===== src/rtl/fpw_pkg.sv =====
package fpw_pkg;
   typedef enum logic [1:0] {
      PS_OFF   = 2'd0,
      PS_WARM  = 2'd1,
      PS_READY = 2'd2
   } pwr_state_e;
endpackage


===== src/rtl/fpw_ctrl.sv =====
module fpw_ctrl
   import fpw_pkg::*;
#(
   parameter bit BOOT_READY = 1'b1
) (
   input  logic       clk,
   input  logic       rst_n,
   input  logic       cfg_wr,
   input  logic       cfg_wdata,
   input  logic       expire,
   output pwr_state_e state,
   output logic       start
);
   localparam pwr_state_e RST_STATE = BOOT_READY ? PS_READY : PS_OFF;

   pwr_state_e state_q, state_d;
   logic       clr_req;

   assign clr_req = cfg_wr & ~cfg_wdata;
   assign start   = cfg_wr & cfg_wdata & (state_q == PS_OFF);

   always_comb begin
      state_d = state_q;
      if (clr_req) begin
         state_d = PS_OFF;
      end else if (start) begin
         state_d = PS_WARM;
      end else if (state_q == PS_WARM && expire) begin
         state_d = PS_READY;
      end
   end

   always_ff @(posedge clk or negedge rst_n) begin
      if (!rst_n) state_q <= RST_STATE;
      else        state_q <= state_d;
   end

   assign state = state_q;

   // a clear always wins, whatever else happens in that cycle
   assert_clear_off_R2: assert property (@(posedge clk) disable iff (!rst_n)
      clr_req |=> (state_q == PS_OFF));

   // a start always lands in the warm-up state
   assert_start_warm_R3: assert property (@(posedge clk) disable iff (!rst_n)
      start |=> (state_q == PS_WARM));

   // the ready state is entered only from a finished count
   assert_ready_after_expire_R4: assert property (@(posedge clk) disable iff (!rst_n)
      $rose(state_q == PS_READY) |-> $past(expire));

   // a write of one while powered never turns the supply off or restarts
   assert_rewrite_ignored_R7: assert property (@(posedge clk) disable iff (!rst_n)
      (cfg_wr && cfg_wdata && state_q == PS_READY) |=> (state_q == PS_READY));
endmodule


===== src/rtl/fpw_timer.sv =====
module fpw_timer #(
   parameter int FAST_LOG2 = 10,
   parameter int SLOW_LOG2 = 3
) (
   input  logic clk,
   input  logic rst_n,
   input  logic start,
   input  logic run,
   input  logic clk_sel,
   input  logic tick_fast,
   input  logic tick_slow,
   output logic expire
);
   localparam int MAXL = (FAST_LOG2 > SLOW_LOG2) ? FAST_LOG2 : SLOW_LOG2;
   localparam logic [MAXL-1:0] FAST_LAST = MAXL'((64'd1 << FAST_LOG2) - 64'd1);
   localparam logic [MAXL-1:0] SLOW_LAST = MAXL'((64'd1 << SLOW_LOG2) - 64'd1);

   generate
      if (FAST_LOG2 < 1 || FAST_LOG2 > 30) begin : g_bad_fast
         $error("FAST_LOG2 must lie in 1..30");
      end
      if (SLOW_LOG2 < 1 || SLOW_LOG2 > 30) begin : g_bad_slow
         $error("SLOW_LOG2 must lie in 1..30");
      end
   endgenerate

   logic            sel_q;
   logic [MAXL-1:0] cnt_q;
   logic [MAXL-1:0] last_val;
   logic            tick_sel;

   generate
      if (FAST_LOG2 == SLOW_LOG2) begin : g_one_len
         assign last_val = FAST_LAST;
      end else begin : g_two_len
         assign last_val = sel_q ? SLOW_LAST : FAST_LAST;
      end
   endgenerate

   assign tick_sel = sel_q ? tick_slow : tick_fast;
   assign expire   = run & tick_sel & (cnt_q == last_val);

   always_ff @(posedge clk or negedge rst_n) begin
      if (!rst_n) begin
         sel_q <= 1'b0;
         cnt_q <= '0;
      end else if (start) begin
         sel_q <= clk_sel;
         cnt_q <= '0;
      end else if (!run) begin
         cnt_q <= '0;
      end else if (tick_sel) begin
         cnt_q <= cnt_q + 1'b1;
      end
   end

   // the count never passes the selected length
   assert_cnt_bound_R5: assert property (@(posedge clk) disable iff (!rst_n)
      run |-> (cnt_q <= last_val));

   // the tick source is frozen for the whole warm-up
   assert_sel_frozen_R6: assert property (@(posedge clk) disable iff (!rst_n)
      (run && !start && $past(run)) |-> $stable(sel_q));

   // an idle timer holds zero, so an aborted count cannot carry over
   assert_idle_zero_R8: assert property (@(posedge clk) disable iff (!rst_n)
      (!run && !start) |=> (cnt_q == '0));
endmodule


===== src/rtl/fpw_guard.sv =====
module fpw_guard #(
   parameter bit VIOL_REG = 1'b1
) (
   input  logic clk,
   input  logic rst_n,
   input  logic pwr_on,
   input  logic settled,
   input  logic flash_req,
   output logic access_ok,
   output logic req_violation
);
   logic bad_req;

   assign access_ok = pwr_on & settled;
   assign bad_req   = flash_req & ~access_ok;

   generate
      if (VIOL_REG) begin : g_reg
         logic viol_q;
         always_ff @(posedge clk or negedge rst_n) begin
            if (!rst_n) viol_q <= 1'b0;
            else        viol_q <= bad_req;
         end
         assign req_violation = viol_q;

         // a pulse is always traced to a blocked request one cycle earlier
         assert_viol_cause_R10: assert property (@(posedge clk) disable iff (!rst_n)
            req_violation |-> $past(flash_req && !access_ok));
      end else begin : g_comb
         assign req_violation = bad_req;
      end
   endgenerate

   // the grant is never given to an unpowered circuit
   assert_grant_powered_R9: assert property (@(posedge clk) disable iff (!rst_n)
      access_ok |-> pwr_on);
endmodule


===== src/rtl/flash_pwr_warmup.sv =====
module flash_pwr_warmup
   import fpw_pkg::*;
#(
   parameter int FAST_LOG2  = 10,
   parameter int SLOW_LOG2  = 3,
   parameter bit BOOT_READY = 1'b1,
   parameter bit VIOL_REG   = 1'b1
) (
   input  logic clk,
   input  logic rst_n,
   input  logic cfg_wr,
   input  logic cfg_wdata,
   input  logic tick_fast,
   input  logic tick_slow,
   input  logic clk_sel,
   input  logic flash_req,
   output logic pwr_en,
   output logic wu_done,
   output logic access_ok,
   output logic req_violation
);
   pwr_state_e state;
   logic       start;
   logic       expire;
   logic       run;

   fpw_ctrl #(.BOOT_READY(BOOT_READY)) u_ctrl (
      .clk       (clk),
      .rst_n     (rst_n),
      .cfg_wr    (cfg_wr),
      .cfg_wdata (cfg_wdata),
      .expire    (expire),
      .state     (state),
      .start     (start)
   );

   assign run = (state == PS_WARM);

   fpw_timer #(.FAST_LOG2(FAST_LOG2), .SLOW_LOG2(SLOW_LOG2)) u_timer (
      .clk       (clk),
      .rst_n     (rst_n),
      .start     (start),
      .run       (run),
      .clk_sel   (clk_sel),
      .tick_fast (tick_fast),
      .tick_slow (tick_slow),
      .expire    (expire)
   );

   assign pwr_en  = (state != PS_OFF);
   assign wu_done = (state == PS_READY);

   fpw_guard #(.VIOL_REG(VIOL_REG)) u_guard (
      .clk           (clk),
      .rst_n         (rst_n),
      .pwr_on        (pwr_en),
      .settled       (wu_done),
      .flash_req     (flash_req),
      .access_ok     (access_ok),
      .req_violation (req_violation)
   );

   // a fresh start always hides the ready flag
   assert_start_hides_flag_R3: assert property (@(posedge clk) disable iff (!rst_n)
      start |=> (pwr_en && !wu_done));
endmodule


===== config.mk =====
export PLATFORM = sky130hd
export DESIGN_NAME = flash_pwr_warmup
export DESIGN_NICKNAME = d
export VERILOG_FILES = /design/src/rtl/fpw_pkg.sv /design/src/rtl/fpw_ctrl.sv /design/src/rtl/fpw_timer.sv /design/src/rtl/fpw_guard.sv /design/src/rtl/flash_pwr_warmup.sv
export SDC_FILE = /design/constraint.sdc
export NUM_CORES = 1
export LEC_CHECK = 0
export BUFFER_PORTS_ARGS = -buffer_cell sky130_fd_sc_hd__buf_2
export CORE_UTILIZATION = 48
export DETAILED_ROUTE_END_ITERATION = 16
export GPL_TIMING_DRIVEN = 1
export PLACE_DENSITY = 0.79
export REMOVE_ABC_BUFFERS = 1
export SETUP_SLACK_MARGIN = 0.4
export SYNTH_ARGS = -nofsm -noshare
export SYNTH_HDL_FRONTEND = slang
export SYNTH_HIERARCHICAL = 1
export SYNTH_SLANG_ARGS = --single-unit

===== constraint.sdc =====
create_clock -name clk -period 1.5 [get_ports clk]
set_input_delay 0.375 -clock clk [delete_from_list [all_inputs] [get_ports clk]]
set_output_delay 0.375 -clock clk [all_outputs]
set_load 0.1 [all_outputs]

==> Yosys cells after proc, flatten, opt, wreduce, memory -nomap -nowiden <==
Cells that the tools add are included.
{ "classes": {"n_addsub": 1, "bitwise_logic": 9, "mux": 8, "n_eq_ne": 4, "reduce_logical": 4} }
{ "op_table": {"columns": ["operator", "count"], "rows": [
  ["2-to-1 mux 10 bit", 4],
  ["adder 10 x 1 -> 10 bit, second input constant", 1],
  ["== test 10 bit", 1],
  ["bitwise AND 1 bit", 7],
  ["2-to-1 mux 2 bit", 3],
  ["!= test 3 bit, second input constant", 1],
  ["nonzero test 3 bit", 1],
  ["== test 2 x 1 -> 1 bit, second input constant", 1],
  ["== test 2 bit, second input constant", 1],
  ["zero test 2 bit", 1],
  ["inverter 1 bit", 2],
  ["nonzero test 2 bit", 1],
  ["logical AND 1 bit", 1],
  ["2-to-1 mux 1 bit", 1]
]} }
{ "word_totals": {"out_inout_bits": 4, "word_cells": 30, "regBits": 14} }

==> Longest topological paths before layout <==
Gate-level depths: netlist of the first run.
{ "depth": {"ltp_word": 7, "ltp_mapped": 6, "ltp_nobuf": 6} }

==> By module <==
Netlist of the first run, hierarchy kept.
{ "by_module_without_submodules": {"columns": ["mod", "area_per_inst_um2", "cells_per_inst", "instances", "seq_area_each_um2"], "rows": [
  ["fpw_timer", 603.1, 63, 1, 275.3],
  ["fpw_ctrl", 106.4, 10, 1, 51.3],
  ["fpw_guard", 38.8, 3, 1, 25.0],
  ["flash_pwr_warmup", 18.8, 3, 1, 0.0]
]} }

==> Worst setup path after synthesis of the first run <==
No wires, ideal clock.
{ "synth_path": {"path_kind": "register to output", "from": "register u_ctrl.state_q[1], in the netlist u_ctrl/state[1]", "to": "output port access_ok", "t_required_ps": 1125, "stages_incl_launch_ff": 3, "path_slack_ps": -1747, "n_path_buf": 0, "arrival_time_ps": 2872, "path_cell_list": "dfstp_2 > nor2b_1 > and2_1"} }
{ "synth_between": {"elab_chain_len": 2} }
{ "synth_rtl": {"columns": ["item", "line_no", "rtl"], "rows": [
  ["start: declaration", "fpw_ctrl.sv:16", "pwr_state_e state_q, state_d;"],
  ["start signal: assignment", "fpw_ctrl.sv:35", "else state_q <= state_d;"],
  ["== test 2 bit", "flash_pwr_warmup.sv:51", "assign wu_done = (state == PS_READY);"],
  ["named net wu_done", "flash_pwr_warmup.sv:18", "output logic wu_done,"],
  ["bitwise AND 1 bit", "fpw_guard.sv:14", "assign access_ok = pwr_on & settled;"],
  ["end: declaration", "flash_pwr_warmup.sv:19", "output logic access_ok,"]
]} }
The timed path passes the listed nets, and every way through them passes these cells.

==> Worst setup path after layout of the first run <==
{ "layout_path": {"from": "register u_ctrl.state_q[1], in the netlist u_ctrl/state[1]", "to": "register u_ctrl.state_q[0], in the netlist u_ctrl/state[0]"} }
{ "layout_between": {"elab_chain_len": 5} }
{ "layout_rtl": {"columns": ["item", "line_no", "rtl"], "rows": [
  ["== test 2 x 1 -> 1 bit", "flash_pwr_warmup.sv:37", "assign run = (state == PS_WARM);"],
  ["named net run", "flash_pwr_warmup.sv:25", "logic run;"],
  ["bitwise AND 1 bit (2 in a row)", "fpw_timer.sv:41", "assign expire = run & tick_sel & (cnt_q == last_val);"],
  ["named net expire", "flash_pwr_warmup.sv:24", "logic expire;"],
  ["logical AND 1 bit", "fpw_ctrl.sv:28", "end else if (state_q == PS_WARM && expire) begin"],
  ["nonzero test 3 bit (no line)", null, null]
]} }
The timed path passes the listed nets, and every way through them passes these cells.
A chain may end at the register's enable or synchronous reset.

==> summary.md, run 1 <==
| Metric | Value |
|---|---|
| Outcome | `finished, violations left` |
| Failing checks | `setup timing` |
| Synthesis warning total | `6` |
| Net Sw Frac | `0.340` |
| Crit start category | `register` |
| Reg power frac | `0.415` |
| Core Util, Final | `0.900` |
| CTS Buffer Depth | `2` |
| IO Port Bufs | `11` |
| Final slew viol count | `0` |
| WL final | `between 3000 and 4000 µm` |
| Worst-Margin Slew | `between 0.5 and 0.6 ns` |
| Avg Synthesized Cell Area | `9.71 µm²` |
| Fin crit period | `roughly 1.8 ns` |
| Yosys cell types | `29` |
| Clk slew on worst S/H paths | `0.09 ns` |
| Tot Pwr | `around 1100 µW` |
| Die extent in x | `42.0 µm` |
| Maximum VDD drop | `between 0.8 and 0.9 mV` |
| Total of max-cap violations | `0` |
| Core area | `approximately 0.0015 mm²` |
| Mapped Cells | `79` |
| Critical Path, Cell by Cell | `buf_6 -> buf_4 -> buf_6 -> nor2b_4 -> buf_6 -> buf_6 -> nand3_4 -> nor3_4 -> and3b_2 -> a211oi_2` |
| Clk_lat worst skew | `0.28 ns` |
| WL/cell | `23.1 µm` |
| Combinational power share | `0.329` |
| Hold Fails Final Rpt | `0` |
| Clock share of power | `0.256` |
| R2R Setup Slk | `-0.32 ns` |
| Req. time, crit path | `1.67 ns` |
| Drc violations | `0` |
| Crit-path leading delay family | `simple AND/OR/NAND/NOR gates` |
| Rows | `14` |
| Crit-path max cell delay | `0.39 ns` |
| # setup viols final | `15` |
| Mapped Area | `767 µm²` |
| Vias in the first global route | `839` |
| Hold Crit Start | `clk_sel` |
| HP Class | `in -> reg` |
| Internal | `714 µW` |
| Placer congestion estimate | `0.871` |
| Arr. time, crit path | `1.98 ns` |
| Max Fclk | `roughly 550 MHz` |
| Leak | `0.000562 µW` |
| Vias per inst | `6.20` |
| Metal-1 WL | `1300 µm` |
| Sequential fraction of the synthesis area | `0.458` |
| Share of layout cells above drive strength 1 | `0.590` |
| Die Height | `42.0 µm` |
| Antenna violations before repair | `0` |
| Slew HR | `0.627` |
| CTS tree | `built` |
| P_sw | `368 µW` |
| Sink Count | `14` |
| N_diodes | `0` |
| Initial Util | `0.509` |
| Pwr dens | `799 mW/mm²` |
| Register bit total from synthesis | `14` |
| Met3 WL | `~260 µm` |
| P&R area growth vs syn | `76.7%` |
| Crit path max fanout | `3` |
| Reg2reg end | `u_ctrl/state[0]` |
| First-pass GRT wire length | `~4200 µm` |
| GRT Total Usage | `0.317` |
| CP Capture Type | `register` |
| Most frequent CP cell | `buf_6` |
| FF-to-FF Start | `u_ctrl/state[1]` |
| Num CTS Buffers | `3` |
| Hold path depth | `2` |
| Nets | `127` |
| Final HPWL DP | `about 1200 µm` |
| DIE AREA | `0.00176 mm²` |
| Final worst slack | `-0.318 ns` |
| RSZ-0062 raised after global routing | `true` |
| Max Clock Skew | `0.00369 ns` |
| Global route total overflow | `0` |
| H-tree levels | `1` |
| Drt pass-1 iters | `5` |
| Routed Antenna Nets | `0` |
| Detailed-route via count | `825` |
| CP Class | `reg -> reg` |
| Critical-path top delay cell | `dfstp_2` |
| Worst r2r path cells | `10` |
| Max layer used | `met4` |
| Met2 routed WL | `approximately 1500 µm` |
| Pin count of the biggest net entering global routing | `15` |
| Bufs and invs on worst path | `5` |
| Clk root buf | `clkbuf_4` |
| I/O Pins | `12` |
| Worst Hold Path EP | `u_timer/sel_q` |
| Initial DRC count | `67` |
| Period utilisation layout | `1.21` |
## flip-flops by register name, indices dropped and copies added (netlist names)
signal,cells
u_guard/req_violation,1
u_ctrl/state,2
u_timer/cnt_q,10
u_timer/sel_q,1
## how the worst max path moves through the flow
stage,endpoint,slack [ns],cells past startpoint,startpoint
after CTS,access_ok,-0.26,4,u_ctrl/state[1]
after detailed placement,u_timer/cnt_q[9],-0.19,7,cfg_wr
after floorplan,access_ok,-1.75,2,u_ctrl/state[1]
after global routing,u_ctrl/state[0],-0.36,10,u_ctrl/state[1]
after global placement,u_timer/cnt_q[9],-0.14,7,cfg_wr
final,u_ctrl/state[0],-0.32,10,u_ctrl/state[1]
## synthesized netlist by cell type
library cell | n | area, µm²
a211oi_1 | 3 | 22.5
nor3_1 | 1 | 5.00
nor2b_1 | 4 | 25.0
and3b_2 | 1 | 10.0
and2_1 | 1 | 6.26
buf_1 | 1 | 3.75
mux2_2 | 2 | 22.5
mux2i_2 | 1 | 13.8
dfrtp_1 | 13 | 325
nor2_1 | 10 | 37.5
nand3_1 | 3 | 15.0
nor3b_1 | 1 | 7.51
a2111oi_2 | 1 | 15.0
nand4_1 | 2 | 12.5
dfstp_2 | 1 | 26.3
xnor2_1 | 6 | 52.6
nand2_1 | 6 | 22.5
a21boi_1 | 1 | 7.51
a211oi_2 | 1 | 12.5
o21a_1 | 1 | 7.51
and3_1 | 1 | 6.26
inv_1 | 4 | 15.0
ha_1 | 1 | 12.5
or2_1 | 1 | 6.26
xor2_1 | 2 | 17.5
nor4b_1 | 1 | 8.76
nor4_1 | 2 | 12.5
nand2b_1 | 2 | 12.5
a21oi_1 | 5 | 25.0
## logic make-up (layout without fill, tap and decap cells)
logic type      after synthesis  count (layout)  synth area share
flops                        14              14             0.458
compound gates               12              12             0.117
mux                           3               3            0.0473
buf+inv                       5              43            0.0245
fa+ha+maj                     1               1            0.0163
simple gates                 36              36             0.245
xor+xnor                      8               8            0.0914
## power groups by stage
stage	clock [µW]	combinational (µW)	sequential, µW
2_1_floorplan	0	117	450
3_3_place_gp	0	204	444
3_5_place_dp	0	208	447
4_1_cts	279	298	444
5_1_grt	294	369	450
6_report	277	357	449
## metrics by stage
stage               instances  setup WS (ns)  area (µm²)  TNS (ns)  hold slack (ns)
floorplan                  78          -1.75         763     -3.94           0.0794
global placement          120         -0.141        1010    -0.587            0.286
detailed placement        120         -0.193        1010    -0.948            0.290
CTS                       129         -0.257        1280    -0.880            0.317
global route              133         -0.364        1360     -3.72            0.325
finish                    133         -0.318        1360     -3.06            0.329
## layout by cell type (no fill, tap or decap), types with 2 or more instances in the layout
cell type / n
a211oi_2: 4
a21oi_1: 2
a21oi_2: 2
buf_12: 5
buf_2: 7
buf_4: 14
buf_6: 7
clkbuf_4: 3
dfrtp_1: 12
inv_1: 4
nand2_1: 6
nand2b_4: 2
nand4_1: 2
nor2_1: 7
nor2_4: 3
nor2b_4: 3
xnor2_1: 5
## worst reg2reg max path, stage by stage (launching register included)
cell,delay [ns]
dfstp_2,0.39
buf_6,0.11
buf_4,0.13
buf_6,0.12
nor2b_4,0.12
buf_6,0.11
buf_6,0.10
nand3_4,0.09
nor3_4,0.27
and3b_2,0.23
a211oi_2,0.04
## cell type report
| cell class | instances | area, µm² |
|---|---|---|
| clock buffers | 4 | 36.3 |
| fillers | 58 | 151 |
| inverters | 4 | 15.0 |
| multi-input cells | 60 | 574 |
| flip-flops and latches | 14 | 353 |
| well taps | 16 | 20.0 |
| repair buffers | 35 | 357 |
## per-layer routing
metal  GRT usage  up-vias
met5           0        -
met4      0.0710        0
met2       0.491       49
met1       0.476      418
li1            -      350
met3      0.0431        8
## what timing repair did
action / CTS / global route
setup buffers: 3 / 4
gates cloned: 1 / 0
endpoints found under the hold margin: 13 / 0
endpoints found under the setup margin: 18 / 18
gates resized for setup: 39 / 9
hold buffers: 1 / 0
pin swaps: 14 / 9
Power figures use the tool's default switching activity.
==> run 2, diff against run 1 <==
--- a/config.mk
+++ b/config.mk
@@ -6,10 +6,11 @@
 export NUM_CORES = 1
 export LEC_CHECK = 0
 export BUFFER_PORTS_ARGS = -buffer_cell sky130_fd_sc_hd__buf_2
-export CORE_UTILIZATION = 48
+export CORE_MARGIN = 10
+export CORE_UTILIZATION = 53
 export DETAILED_ROUTE_END_ITERATION = 16
 export GPL_TIMING_DRIVEN = 1
-export PLACE_DENSITY = 0.79
+export PLACE_DENSITY = 0.82
 export REMOVE_ABC_BUFFERS = 1
 export SETUP_SLACK_MARGIN = 0.4
 export SYNTH_ARGS = -nofsm -noshare
==> constraint.sdc (replaced) <==
create_clock -name clk -period 2 [get_ports clk]
set_input_delay 0.5 -clock clk [delete_from_list [all_inputs] [get_ports clk]]
set_output_delay 0.5 -clock clk [all_outputs]
set_load 0.1 [all_outputs]
==> run 2 against run 1 <==
  * The flow now finishes without violations
  * Setup slack improved by 0.49 ns
  * Non-clock buffer count shrank 15
  * Clock power down 40%
  * Register-to-register slack improved by 0.65 ns
  * Hold slack worse by 0.23 ns
  * Count of clock-buffer cells in the layout is the same
  * Final cell count down 12%
==> summary.md, run 2 (same netlist as run 1, synthesis figures left out) <==
| Metric | Value |
|---|---|
| Final worst slack | `0.169 ns (was -0.318 ns)` |
| Crit start category | `register (unchanged)` |
| Outcome | `complete, no violations (was finished, violations left)` |
| N_diodes | `0 (unchanged)` |
| Critical-path top delay cell | `dfrtp_2 (was dfstp_2)` |
| P&R area growth vs syn | `43.9% (was 76.7%)` |
| Largest register FFs | `10 (unchanged)` |
| Final HPWL DP | `1220 µm (was 1230 µm)` |
| Design area | `0.00110 mm² (was 0.00136 mm²)` |
| Max Fclk | `around 550 MHz` |
| Share of layout cells above drive strength 1 | `0.451 (was 0.590)` |
| Die extent in x | `58.0 µm (was 42.0 µm)` |
| Pwr dens | `608 mW/mm² (was 799 mW/mm²)` |
| Req. time, crit path | `1.50 ns (was 1.67 ns)` |
| Total of max-cap violations | `0 (unchanged)` |
| Sink Count | `14 (unchanged)` |
| Final Non-Filler Cells | `117 (was 133)` |
| Leading cell types in the layout, fill and taps excluded | `dfrtp_1, nor2_1, buf_2, buf_4 (was buf_4, dfrtp_1, buf_2, buf_6, nor2_1)` |
| Fin crit period | `1.83 ns` |
| Drt pass-1 iters | `4 (was 5)` |
| First-pass GRT wire length | `3010 µm (was 4160 µm)` |
| Vias per inst | `5.98 (was 6.20)` |
| Biggest register | `u_timer/cnt_q (unchanged)` |
| Area after DPL | `882 µm² (was 0.00101 mm²)` |
| Worst-Margin Slew | `0.485 ns (was 0.549 ns)` |
| Crit path max fanout | `4 (was 3)` |
| Detailed-route via count | `700 (was 825)` |
| Place WS | `0.0736 ns (was -0.193 ns)` |
| DIE AREA | `0.00337 mm² (was 0.00176 mm²)` |
| Initial DRC count | `15 (was 67)` |
| Num CTS Buffers | `3 (unchanged)` |
| H-tree levels | `1 (unchanged)` |
| Hold Fails Final Rpt | `0 (unchanged)` |
| Max Clock Skew | `0.00413 ns (was 0.00369 ns)` |
| CP Capture Type | `output port (was register)` |
| Global route total overflow | `0 (unchanged)` |
| Antenna violations before repair | `0 (unchanged)` |
| RSZ-0062 raised after global routing | `true (unchanged)` |
| Clk root buf | `clkbuf_4 (unchanged)` |
| Vias in the first global route | `687 (was 839)` |
| GRT Total Usage | `0.110 (was 0.317)` |
| IO Port Bufs | `11 (unchanged)` |
| Crit-path max cell delay | `0.45 ns (was 0.39 ns)` |
| WL final | `2070 µm (was 3080 µm)` |
| Most common cell after layout, fill and taps aside | `dfrtp_1 (was buf_4)` |
| Pin count of the biggest net entering global routing | `15 (unchanged)` |
| HP Class | `in -> async (was in -> reg)` |
| Clk slew on worst S/H paths | `0.09 ns (about the same)` |
| Maximum VDD drop | `0.477 mV (was 0.855 mV)` |
| Slew HR | `0.679 (was 0.627)` |
| Clk_lat worst skew | `0.28 ns (about the same)` |
| Leak | `0.000445 µW (was 0.000562 µW)` |
| Drc violations | `0 (unchanged)` |
| Arr. time, crit path | `1.33 ns (was 1.98 ns)` |
| Period utilisation layout | `0.915` |
| Die Height | `58.0 µm (was 42.0 µm)` |
| Final slew viol count | `0 (unchanged)` |
| Initial Util | `0.575 (was 0.509)` |
| CTS tree | `built (unchanged)` |
| Placer congestion estimate | `0.808 (was 0.871)` |
| Routed Antenna Nets | `0 (unchanged)` |
| Core Util, Final | `0.827 (was 0.900)` |
| Nets | `112 (was 127)` |
| Tot Pwr | `671 µW (was 1080 µW)` |
| Core area | `0.00133 mm² (was 0.00151 mm²)` |
| # setup viols final | `0 (was 15)` |
| WL/cell | `17.7 µm (was 23.1 µm)` |
| Placed cells | `106 (was 120)` |
| CP Class | `reg -> out (was reg -> reg)` |
| Critical Path, Cell by Cell | `or2_4 -> and2_4 -> buf_12 (was buf_6 -> buf_4 -> buf_6 -> nor2b_4 -> buf_6 -> buf_6 -> nand3_4 -> nor3_4 -> and3b_2 -> a211oi_2)` |
| Post-CTS Hold Fix Bufs | `0 (was 1)` |
| Rows | `13 (was 14)` |
| CTS Buffer Depth | `2 (unchanged)` |
| I/O Pins | `12 (unchanged)` |
| Worst r2r path cells | `7 (was 10)` |
## run 2: cell count changes in the layout (fill, tap and decap cells not counted), moves of 2 or more
| cell | previous run | this run |
|---|---|---|
| buf_6 | 7 | 1 |
| buf_12 | 5 | 3 |
| nor2_1 | 7 | 10 |
| a21oi_1 | 2 | 4 |
| buf_4 | 14 | 8 |
| nor2_4 | 3 | 0 |
| a21oi_2 | 2 | 0 |
## run 2: final timing paths
path / from / to / slack [ns]
hold reg to reg: u_timer/cnt_q[1] / u_timer/cnt_q[1] / 0.58
max in group asynchronous: rst_n / u_ctrl/state[1] / 1.61
setup reg to reg: u_ctrl/state[1] / u_timer/cnt_q[9] / 0.33
min in group clk: clk_sel / u_timer/sel_q / 0.47
setup / recovery: u_ctrl/state[0] / access_ok / 0.17
hold / removal: rst_n / u_timer/cnt_q[4] / 0.1
## run 2: report_power, final
| part | total (µW) | switching [µW] | internal, µW |
|---|---|---|---|
| registers | 334 | 30.2 | 304 |
| clock network | 167 | 89.8 | 77.3 |
| logic | 170 | 96.4 | 73.5 |
## run 2: timing repair
item | in CTS | in global routing
pin swaps | 5 | 10
buffers inserted | 6 | 1
gates resized for setup | 15 | 14
setup endpoints to repair | 10 | 15
hold endpoints to repair | 0 | 0
## run 2: layer usage
layer  wire (µm)  global-route usage  vias up
li1            -                   -      320
met3         111              0.0240        8
met2        1130               0.170       29
met5           0                   0        -
met1         771               0.129      343
met4          56              0.0839        0
## run 2: worst max-delay path: cells and delay by family, from the launching register on
family / cells / cell delay [ns]
AND/OR/NAND/NOR: 2 / 0.45
flip-flops: 1 / 0.45
buffers and inverters: 1 / 0.16
## run 2: layout make-up
cell class                      instances  area, µm²
Clock buffer                            4       26.3
Fill cell                              72        230
Inverter                                4       15.0
Multi-Input combinational cell         60        519
Sequential cell                        14        353
Tap cell                               15       18.8
Timing Repair Buffer                   20        171
## run 2: stage by stage
stage          hold slack [ns]  setup TNS [ns]
2_1_floorplan            0.204           -2.08
3_3_place_gp             0.401               0
3_5_place_dp             0.407               0
4_1_cts                  0.102               0
5_1_grt                  0.102               0
6_report                0.0970               0
